<file path="src/rtl/ds3_alarm_pkg.sv">
package ds3_alarm_pkg;

  localparam int REG_W = 8;
  localparam int LIVE_W = 4;
  localparam int CFG_W = 3;

  // status / enable bit positions (software decodes these)
  localparam int BIT_CPERR = 7;
  localparam int BIT_LOS   = 6;
  localparam int BIT_AIS   = 5;
  localparam int BIT_IDLE  = 4;
  localparam int BIT_FERF  = 3;
  localparam int BIT_AIC   = 2;
  localparam int BIT_OOF   = 1;
  localparam int BIT_PERR  = 0;

  // sources that are levels (edge detected) versus pulses
  localparam logic [REG_W-1:0] LEVEL_MASK = 8'b0111_1110;

  localparam logic [7:0] ADDR_CFG    = 8'h10;
  localparam logic [7:0] ADDR_ENABLE = 8'h12;
  localparam logic [7:0] ADDR_STATUS = 8'h13;

  typedef struct packed {
    logic [REG_W-1:0]  srcEvt;     // per-source event this cycle
    logic [LIVE_W-1:0] liveState;  // {ais, los, idle, oof}
    logic              selCfg;
    logic              selEnable;
    logic              selStatus;
    logic              wrCfg;
    logic              wrEnable;
    logic              rdStatus;
    logic [REG_W-1:0]  wrData;
  } ctrlStrobes_t;

endpackage

</file>
<file path="src/rtl/ds3_ferf_filter.sv">
module ds3_ferf_filter #(
  parameter int FRAMES = 3
) (
  input  logic       clk,
  input  logic       rst,
  input  logic       frameStb,
  input  logic [1:0] xBits,
  output logic       ferfState
);

  localparam int CW = (FRAMES < 2) ? 1 : $clog2(FRAMES);
  localparam logic [CW-1:0] LAST = CW'(FRAMES - 1);

  logic [CW-1:0] runCnt;
  logic          candidate;

  assign candidate = (xBits == 2'b00);

  always_ff @(posedge clk) begin
    if (rst) begin
      ferfState <= 1'b0;
      runCnt    <= '0;
    end else if (frameStb) begin
      if (candidate == ferfState) begin
        runCnt <= '0;
      end else if (runCnt == LAST) begin
        ferfState <= candidate;
        runCnt    <= '0;
      end else begin
        runCnt <= runCnt + 1'b1;
      end
    end
  end

  // the state only moves on a frame strobe
  a_r1_ferf_on_strobe: assert property (@(posedge clk) disable iff (rst)
    (!$past(rst) && !$stable(ferfState)) |-> $past(frameStb));

  // reset leaves FERF cleared
  a_r10_ferf_reset: assert property (@(posedge clk) disable iff (rst)
    $past(rst) |-> !ferfState);

endmodule

</file>
<file path="src/rtl/ds3_alarm_ctrl.sv">
module ds3_alarm_ctrl
  import ds3_alarm_pkg::*;
#(
  parameter int FERF_FRAMES = 3,
  parameter int ADDR_W = 8
) (
  input  logic              clk,
  input  logic              rst,
  input  logic              frameStb,
  input  logic [1:0]        xBits,
  input  logic              aisIn,
  input  logic              losIn,
  input  logic              idleIn,
  input  logic              oofIn,
  input  logic              aicIn,
  input  logic              parErrPulse,
  input  logic              cpErrPulse,
  input  logic [ADDR_W-1:0] regAddr,
  input  logic              regWrEn,
  input  logic [REG_W-1:0]  regWrData,
  input  logic              regRdEn,
  output ctrlStrobes_t      str
);

  logic             ferfState;
  logic [REG_W-1:0] srcVec;
  logic [REG_W-1:0] evtVec;
  logic             hitCfg, hitEnable, hitStatus;

  ds3_ferf_filter #(.FRAMES(FERF_FRAMES)) ferf_i (
    .clk(clk), .rst(rst), .frameStb(frameStb), .xBits(xBits),
    .ferfState(ferfState)
  );

  always_comb begin
    srcVec = '0;
    srcVec[BIT_CPERR] = cpErrPulse;
    srcVec[BIT_LOS]   = losIn;
    srcVec[BIT_AIS]   = aisIn;
    srcVec[BIT_IDLE]  = idleIn;
    srcVec[BIT_FERF]  = ferfState;
    srcVec[BIT_AIC]   = aicIn;
    srcVec[BIT_OOF]   = oofIn;
    srcVec[BIT_PERR]  = parErrPulse;
  end

  for (genvar i = 0; i < REG_W; i++) begin : g_src
    if (LEVEL_MASK[i]) begin : g_level
      logic prevQ;
      always_ff @(posedge clk) begin
        if (rst) prevQ <= 1'b0;
        else     prevQ <= srcVec[i];
      end
      assign evtVec[i] = srcVec[i] ^ prevQ;
    end else begin : g_pulse
      assign evtVec[i] = srcVec[i];
    end
  end

  assign hitCfg    = (regAddr == ADDR_W'(ADDR_CFG));
  assign hitEnable = (regAddr == ADDR_W'(ADDR_ENABLE));
  assign hitStatus = (regAddr == ADDR_W'(ADDR_STATUS));

  always_comb begin
    str.srcEvt    = evtVec;
    str.liveState = {aisIn, losIn, idleIn, oofIn};
    str.selCfg    = hitCfg;
    str.selEnable = hitEnable;
    str.selStatus = hitStatus;
    str.wrCfg     = regWrEn & hitCfg;
    str.wrEnable  = regWrEn & hitEnable;
    str.rdStatus  = regRdEn & hitStatus;
    str.wrData    = regWrData;
  end

  // a level event means the source moved since the last cycle
  a_r2_level_event_is_change: assert property (@(posedge clk) disable iff (rst)
    (!$past(rst) && str.srcEvt[BIT_AIS]) |-> (aisIn != $past(aisIn)));

endmodule

</file>
<file path="src/rtl/ds3_alarm_dp.sv">
module ds3_alarm_dp
  import ds3_alarm_pkg::*;
(
  input  logic             clk,
  input  logic             rst,
  input  ctrlStrobes_t     str,
  output logic [REG_W-1:0] rdData,
  output logic             irqOut
);

  logic [REG_W-1:0] enableReg;
  logic [REG_W-1:0] statusReg;
  logic [CFG_W-1:0] cfgReg;
  logic [REG_W-1:0] latchVec;
  logic [REG_W-1:0] statusNext;

  assign latchVec   = str.srcEvt & enableReg;
  assign statusNext = (str.rdStatus ? '0 : statusReg) | latchVec;

  always_ff @(posedge clk) begin
    if (rst) begin
      enableReg <= '0;
      statusReg <= '0;
      cfgReg    <= '0;
    end else begin
      statusReg <= statusNext;
      if (str.wrEnable) enableReg <= str.wrData;
      if (str.wrCfg)    cfgReg    <= str.wrData[CFG_W-1:0];
    end
  end

  always_comb begin
    rdData = '0;
    if (str.selCfg)         rdData = {str.liveState, 1'b0, cfgReg};
    else if (str.selEnable) rdData = enableReg;
    else if (str.selStatus) rdData = statusReg;
  end

  assign irqOut = |statusReg;

  // newly set bits were enabled in the previous cycle
  a_r5_only_enabled_latch: assert property (@(posedge clk) disable iff (rst)
    !rst |=> ((statusReg & ~$past(statusReg) & ~$past(enableReg)) == '0));

  // a read with no enabled event empties the register
  a_r6_read_clears: assert property (@(posedge clk) disable iff (rst)
    (str.rdStatus && ((str.srcEvt & enableReg) == '0)) |=> (statusReg == '0));

  // enabled events arriving with a read survive it
  a_r7_event_wins: assert property (@(posedge clk) disable iff (rst)
    str.rdStatus |=> ((statusReg & $past(str.srcEvt & enableReg)) == $past(str.srcEvt & enableReg)));

  // the interrupt only drops after a status read
  a_r9_irq_drop_on_read: assert property (@(posedge clk) disable iff (rst)
    (!$past(rst) && $fell(irqOut)) |-> $past(str.rdStatus));

endmodule

</file>
<file path="src/rtl/ds3_rx_alarm_irq.sv">
module ds3_rx_alarm_irq
  import ds3_alarm_pkg::*;
#(
  parameter int FERF_FRAMES = 3,
  parameter int ADDR_W = 8
) (
  input  logic              clk,
  input  logic              rst,
  input  logic              frameStb,
  input  logic [1:0]        xBits,
  input  logic              aisIn,
  input  logic              losIn,
  input  logic              idleIn,
  input  logic              oofIn,
  input  logic              aicIn,
  input  logic              parErrPulse,
  input  logic              cpErrPulse,
  input  logic [ADDR_W-1:0] regAddr,
  input  logic              regWrEn,
  input  logic [REG_W-1:0]  regWrData,
  input  logic              regRdEn,
  output logic [REG_W-1:0]  regRdData,
  output logic              irqOut
);

  ctrlStrobes_t str;

  ds3_alarm_ctrl #(.FERF_FRAMES(FERF_FRAMES), .ADDR_W(ADDR_W)) ctrl_i (
    .clk(clk), .rst(rst), .frameStb(frameStb), .xBits(xBits),
    .aisIn(aisIn), .losIn(losIn), .idleIn(idleIn), .oofIn(oofIn),
    .aicIn(aicIn), .parErrPulse(parErrPulse), .cpErrPulse(cpErrPulse),
    .regAddr(regAddr), .regWrEn(regWrEn), .regWrData(regWrData),
    .regRdEn(regRdEn), .str(str)
  );

  ds3_alarm_dp dp_i (
    .clk(clk), .rst(rst), .str(str), .rdData(regRdData), .irqOut(irqOut)
  );

endmodule

</file>
<file path="config.mk">
export PLATFORM = sky130hd
export DESIGN_NAME = ds3_rx_alarm_irq
export DESIGN_NICKNAME = d
export VERILOG_FILES = /design/src/rtl/ds3_alarm_pkg.sv /design/src/rtl/ds3_ferf_filter.sv /design/src/rtl/ds3_alarm_ctrl.sv /design/src/rtl/ds3_alarm_dp.sv /design/src/rtl/ds3_rx_alarm_irq.sv
export SDC_FILE = /design/constraint.sdc
export NUM_CORES = 1
export LEC_CHECK = 0
export BUFFER_PORTS_ARGS = -buffer_cell sky130_fd_sc_hd__buf_4
export CORE_MARGIN = 10
export CORE_UTILIZATION = 51
export DETAILED_ROUTE_END_ITERATION = 16
export GPL_TIMING_DRIVEN = 0
export HOLD_SLACK_MARGIN = 0.08
export PLACE_DENSITY = 0.81
export SYNTH_ARGS = -nofsm -noshare
export SYNTH_HDL_FRONTEND = slang
export SYNTH_SLANG_ARGS = --single-unit
</file>
<file path="constraint.sdc">
create_clock -name clk -period 1.54 [get_ports clk]
set_input_delay 0.077 -clock clk [delete_from_list [all_inputs] [get_ports clk]]
set_output_delay 0.077 -clock clk [all_outputs]
set_load 0.005 [all_outputs]
</file>
==> results of run 1 <==
==> cell usage in the layout, fill, tap and decap left out, types with 6 or more instances in the layout <==
cell           Yosys  routed
buf_4              0      40
nand2b_1           7       7
xor2_1             6       6
nor2b_1            6       6
mux2_2             7       7
a22oi_1            7       7
nor2_1             9       7
nand2_1           12      11
a21oi_1           17      17
dfxtp_1           28      28
dlygate4sd3_1      0      24
nand4_1            9       9
o31ai_1           17      17
==> sequential cells by signal, indices dropped and copies added (netlist names) <==
register and cells:
ctrl_i.ferf_i.ferfState 1, dp_i.statusReg 8, dp_i.cfgReg 3, ctrl_i.g_src.g_level.prevQ 6, ctrl_i.ferf_i.runCnt 2, dp_i.enableReg 8
==> final cells by class <==
cell class | count | area (um2)
clock buffer | 4 | 36.3
timing repair buffer | 64 | 541
multi-input combinational | 118 | 802
sequential | 28 | 561
fill | 197 | 659
tap | 31 | 38.8
buffer | 10 | 96.3
==> what timing repair did <==
| action | in CTS | in global routing |
|---|---|---|
| hold buffers | 24 | 0 |
| endpoints found under the setup margin | 8 | 2 |
| endpoints found under the hold margin | 27 | 0 |
| pin swaps | 1 | 1 |
| resized for setup | 1 | 2 |
| setup buffers | 1 | 1 |
==> logic make-up (layout without fill, tap and decap cells) <==
family,Yosys count,count (layout),share of synthesized area
DFF,28,28,0.386
muxes,11,11,0.0819
AOI/OAI and AO/OA,45,45,0.199
xor gates and xnor gates,6,6,0.0362
and+or+nand+nor,56,56,0.230
buffers and inverters,10,78,0.0664
==> layer usage <==
metal  global-route usage  part of all wire  vias up
met3               0.0417             0.072        4
li1                     -                 -      717
met1                0.179              0.39      686
met4               0.0497            0.0088        0
met2                0.288              0.52       54
met5                    0                 0        -
==> through the flow <==
| step | worst slack (ns) | instance area [um2] |
|---|---|---|
| 2_1_floorplan | 0.251 | 1450 |
| 3_3_place_gp | -0.155 | 1780 |
| 3_5_place_dp | -0.226 | 1780 |
| 4_1_cts | 0.0506 | 2060 |
| 5_1_grt | 0.0188 | 2070 |
| 6_report | 0.0698 | 2070 |
==> critical path: stages <==
cell and delay (ns):
dlygate4sd3_1 0.54, buf_4 0.16, buf_6 0.14, nand2b_1 0.13, mux2i_1 0.13, dlygate4sd3_1 0.57
==> final timing paths <==
kind | start | endpoint | slack (ns) | cells after the start
setup reg to reg | ctrl_i.ferf_i.ferfState | ctrl_i.ferf_i.runCnt[1] | 0.31 | 3
hold reg to reg | dp_i.enableReg[1] | dp_i.statusReg[1] | 0.48 | 2
hold / removal | regAddr[6] | dp_i.enableReg[7] | 0.12 | 4
setup / recovery | rst | dp_i.cfgReg[2] | 0.07 | 6
==> synthesized netlist by cell type (2+ instances only) <==
cell type   n
dfxtp_1    28
a21oi_1    17
o31ai_1    17
nand2_1    12
nand4_1     9
nor2_1      9
a22oi_1     7
mux2_2      7
nand2b_1    7
nor2b_1     6
xor2_1      6
mux2i_1     4
clkbuf_8    3
buf_6       2
nor4_1      2
o21ai_0     2
or3b_2      2
==> where the power goes <==
part	leakage (uW)	switching [uW]	total, uW	internal, uW
Combinational	0.000589	101	234	133
Clock	0.0000210	219	364	145
Sequential	0.000227	4.74	738	734
==> metrics.md, run 1 <==
| Metric | Value |
|---|---|
| Hold Vio Cnt, Final | `0` |
| Clock sink count | `28` |
| Initial antenna violation count | `0` |
| Clock Tree Root | `clkbuf_4` |
| Gr usage total | `0.161` |
| CTS tree | `built` |
| Worst-path clk slew | `0.15 ns` |
| Final Non-Filler Cells | `255` |
| Synth Register Bits | `28` |
| Fin crit period | `1.47 ns` |
| Setup TNS | `0 ns` |
| Number of diodes | `0` |
| Syn Inst Count | `156` |
| HP Class | `primary input to flip-flop` |
| Layout Skew | `0.00601 ns` |
| Layout area overhead | `42.9%` |
| Buffers on Ports | `38` |
| Grt total ovfl | `0` |
| Core area | `2730 um2` |
| Leading area contributor after synthesis | `dfxtp_1` |
| Largest net degree at the start of global routing | `16` |
| Slew HR | `0.655` |
| # rows | `19` |
| Pins over their slew limit | `0` |
| WL per Instance | `16.9 um` |
| Status | `finished clean` |
| Initial Util | `0.531` |
| Element type at the critical path start | `primary input` |
| Yosys Warn Count | `0` |
| CP endpoint kind | `flip-flop` |
| Placed Cells | `225` |
| Cts bufs inserted | `3` |
| Proportion of layout cells with a drive suffix above 1 | `0.299` |
| Vias/cell | `5.73` |
| Dominant cells by area after synthesis | `dfxtp_1 (39%), o31ai_1 (8.8%), a21oi_1 (5.9%)` |
| Syn Std Cell Area | `1450 um2` |
| RSZ-0062 raised after global routing | `false` |
| Post-synth top flop | `dfxtp_1` |
| Crit-path max FO | `10` |
| Avg Cell Area, Syn | `9.30 um2` |
| Fin crit share | `0.955` |
| Clock Latency Late Sink | `0.33 ns` |
| Register area share after synthesis | `0.386` |
| Vias in the first global route | `1487` |
| Drt total wl | `4310 um` |
| WS Path Type | `primary input to flip-flop` |
| IO Count | `39` |
| Leak pwr | `0.000837 uW` |
| # DRC | `0` |
| Die H | `73.3 um` |
| FFs w/ async S/R, synth | `0` |
| Worst vdd ir | `543 uV` |
| Htree depth | `1` |
| Slew @ Worst Pin | `0.517 ns` |
| Syn Nets | `186` |
| Distinct cells, synth | `33` |
| Final core occ | `0.759` |
| First-pass GRT wire length | `7040 um` |
| Total power draw | `1340 uW` |
| Die area | `5380 um2` |
| Vias | `1461` |
| Yosys top cell area share | `0.386` |
| DP HPWL | `2950 um` |
| Drt pass-1 iters | `4` |
| Post-synth EDFFs | `0` |
| Setup violations, final | `0` |
| Clk buf depth | `2` |
| Post-DRT Antenna Nets | `0` |
| CP required | `1.82 ns` |
| Max-cap check violation count | `0` |
| Pwr dens | `644 nW/um2` |
| Fmax | `680 MHz` |
| Worst path arrival time | `1.75 ns` |
| Routability congestion estimate | `0.867` |
| DR iter-0 viols | `151` |
| WHS | `0.121 ns` |
| Die X | `73.3 um` |
| Fin nets | `255` |
Power figures use the tool's default switching activity.
==> run 2, diff against run 1 <==
--- a/config.mk
+++ b/config.mk
@@ -7,11 +7,11 @@
 export LEC_CHECK = 0
 export BUFFER_PORTS_ARGS = -buffer_cell sky130_fd_sc_hd__buf_4
 export CORE_MARGIN = 10
-export CORE_UTILIZATION = 51
+export CORE_UTILIZATION = 34
 export DETAILED_ROUTE_END_ITERATION = 16
 export GPL_TIMING_DRIVEN = 0
 export HOLD_SLACK_MARGIN = 0.08
-export PLACE_DENSITY = 0.81
+export PLACE_DENSITY = 0.59
 export SYNTH_ARGS = -nofsm -noshare
 export SYNTH_HDL_FRONTEND = slang
 export SYNTH_SLANG_ARGS = --single-unit
==> run 2 against run 1 <==
  * Global-route usage decreased by 4.8 points
  * Worst setup slack improved by 0.017 ns
  * Register-to-register slack about the same
  * Count of clock-buffer cells in the layout decreased by 1
  * Die area increased by 35%
  * Maximum frequency increased by 1.2%
  * Critical path depth decreased by 1
  * Flip-flop and latch count unchanged
  * Critical path type is now primary input to primary output
  * Routed wire length decreased by 1.2%
  * Highest routed layer unchanged
  * Sequential share of layout area increased by 0.58 points
==> metrics.md, run 2 (synthesis results as in run 1) <==
| Metric | Value |
|---|---|
| Commonest non-fill, non-tap cell in the layout | `buf_4 (unchanged)` |
| Vias in the first global route | `1545 (was 1487)` |
| Register area | `561 um2 (unchanged)` |
| Number of diodes | `0 (unchanged)` |
| Clock sink count | `28 (unchanged)` |
| RSZ-0062 raised after global routing | `false (unchanged)` |
| First-pass GRT wire length | `6980 um (was 7040 um)` |
| Worst path arrival time | `1.38 ns (was 1.75 ns)` |
| Pre-CTS setup slack | `-0.145 ns (was -0.226 ns)` |
| HP Class | `primary input to flip-flop (unchanged)` |
| CP top delay family | `simple AND/OR/NAND/NOR gates (was buffers and inverters)` |
| Fin crit share | `0.944 (was 0.955)` |
| Slew HR | `0.591 (was 0.655)` |
| Vias | `1398 (was 1461)` |
| Initial Util | `0.358 (was 0.531)` |
| Critical path's slowest cell | `nor2_2 (was dlygate4sd3_1)` |
| Final WS setup | `0.0869 ns (was 0.0698 ns)` |
| Die X | `85.3 um (was 73.3 um)` |
| WL per Instance | `16.0 um (was 16.9 um)` |
| Element type at the critical path start | `primary input (unchanged)` |
| Worst vdd ir | `394 uV (was 543 uV)` |
| CTS tree | `built (unchanged)` |
| Crit-path max FO | `10 (unchanged)` |
| Core area | `4060 um2 (was 2730 um2)` |
| Cts bufs inserted | `3 (unchanged)` |
| Clock Latency Late Sink | `0.28 ns (was 0.33 ns)` |
| Pins over their slew limit | `0 (unchanged)` |
| Grt total ovfl | `0 (unchanged)` |
| Most frequent cell on the critical path | `buf_4 (was dlygate4sd3_1)` |
| Initial antenna violation count | `0 (unchanged)` |
| Slew @ Worst Pin | `0.612 ns (was 0.517 ns)` |
| Fmax | `688 MHz (was 680 MHz)` |
| CP endpoint kind | `primary output (was flip-flop)` |
| Routability congestion estimate | `0.848 (was 0.867)` |
| DP HPWL | `3170 um (was 2950 um)` |
| Setup TNS | `0 ns (unchanged)` |
| Gr usage total | `0.113 (was 0.161)` |
| Area of the multi-input gates | `797 um2 (was 802 um2)` |
| Placed Cells | `244 (was 225)` |
| Max-cap check violation count | `0 (unchanged)` |
| Fin nets | `248 (was 255)` |
| Drt total wl | `4260 um (was 4310 um)` |
| Layout Skew | `0.00160 ns (was 0.00601 ns)` |
| Htree depth | `1 (unchanged)` |
| IO Count | `39 (unchanged)` |
| Worst-path clk slew | `0.09 ns (was 0.15 ns)` |
| CP required | `1.46 ns (was 1.82 ns)` |
| # DRC | `0 (unchanged)` |
| Most frequent cells in the layout | `buf_4 (39), dfxtp_1 (28), dlygate4sd3_1 (18) (was buf_4 (40), dfxtp_1 (28), dlygate4sd3_1 (24))` |
| Hold Vio Cnt, Final | `0 (unchanged)` |
| Final Non-Filler Cells | `266 (was 255)` |
| Worst path max stage delay | `0.38 ns (was 0.57 ns)` |
| Pwr dens | `671 nW/um2 (was 644 nW/um2)` |
| Clk buf depth | `2 (unchanged)` |
| Crit path buf inv count | `2 (was 4)` |
| DR iter-0 viols | `106 (was 151)` |
| Setup violations, final | `0 (unchanged)` |
| Largest net degree at the start of global routing | `15 (was 16)` |
| Fill count | `376 (was 197)` |
| Final core occ | `0.500 (was 0.759)` |
| Layout area overhead | `39.9% (was 42.9%)` |
| Drt pass-1 iters | `4 (unchanged)` |
| # rows | `23 (was 19)` |
| Die area | `7280 um2 (was 5380 um2)` |
| Post-DRT Antenna Nets | `0 (unchanged)` |
| Status | `finished clean (unchanged)` |
| Top Registers | `dp_i.enableReg (8), dp_i.statusReg (8), ctrl_i.g_src.g_level.prevQ (6) (unchanged)` |
| CP Cell Sequence | `buf_4, nor2_2, nand2_1, nor3b_1, buf_4 (was dlygate4sd3_1, buf_4, buf_6, nand2b_1, mux2i_1, dlygate4sd3_1)` |
| Leak pwr | `0.000799 uW (was 0.000837 uW)` |
| Proportion of layout cells with a drive suffix above 1 | `0.292 (was 0.299)` |
| Buffers on Ports | `38 (unchanged)` |
| Fin crit period | `1.45 ns (was 1.47 ns)` |
| Clock Tree Root | `clkbuf_8 (was clkbuf_4)` |
| Vias/cell | `5.26 (was 5.73)` |
| WS Path Type | `primary input to primary output (was primary input to flip-flop)` |
| Die H | `85.3 um (was 73.3 um)` |
## run 2: cell count changes in the layout (fill, tap and decap cells not counted)
cell           delta
buf_4             -1
clkbuf_4          -3
clkbuf_8          +2
dlygate4sd3_1     -6
nand2_1           +1
nand2_2           -1
nor2_1            +1
nor2_2            -1
## run 2: metrics by stage
step	power [uW]	hold WS, ns	cell area [um2]
2_1_floorplan	839	0.205	1450
3_3_place_gp	933	0.311	1800
3_5_place_dp	938	0.314	1800
4_1_cts	1380	0.113	2030
5_1_grt	1410	0.122	2030
6_report	1360	0.111	2030
## run 2: what timing repair did
item / in CTS / in global routing
hold buffers: 18 / 0
setup endpoints to repair: 8 / 0
hold endpoints to repair: 19 / 0
setup buffers: 1 / 0
resized for setup: 1 / 0
## run 2: layout make-up
class / count / share of cell area
sequential: 28 / 0.276
timing repair buffer: 57 / 0.233
multi-input combinational: 118 / 0.392
buffer: 10 / 0.0474
clock buffer: 3 / 0.0203
tap: 50 / 0.0308
## run 2: metal layers
layer / vias to the layer above / GRT usage / wire length (um)
met5: - / 0 / 0
met4: 0 / 0.0180 / 12
met3: 2 / 0.0306 / 200
met2: 33 / 0.205 / 2110
met1: 659 / 0.130 / 1940
li1: 704 / - / -
## run 2: path summary, 6_finish.rpt
kind	cells after the start	start	endpoint	slack, ns
setup / recovery	5	regAddr[7]	regRdData[3]	0.09
hold / removal	3	rst	ctrl_i.ferf_i.runCnt[1]	0.11
setup reg to reg	3	ctrl_i.ferf_i.ferfState	ctrl_i.ferf_i.runCnt[1]	0.32
hold reg to reg	2	dp_i.enableReg[2]	dp_i.statusReg[2]	0.47
## run 2: power by group
group | switching, uW | total, uW | internal (uW)
sequential | 4.48 | 737 | 732
combinational | 98.1 | 222 | 124
clock | 228 | 404 | 176
## run 2: worst reg2reg max path, stage by stage (launching register included)
cell	delay, ns
dfxtp_1	0.36
or3_1	0.37
a21o_1	0.19
o31ai_1	0.21
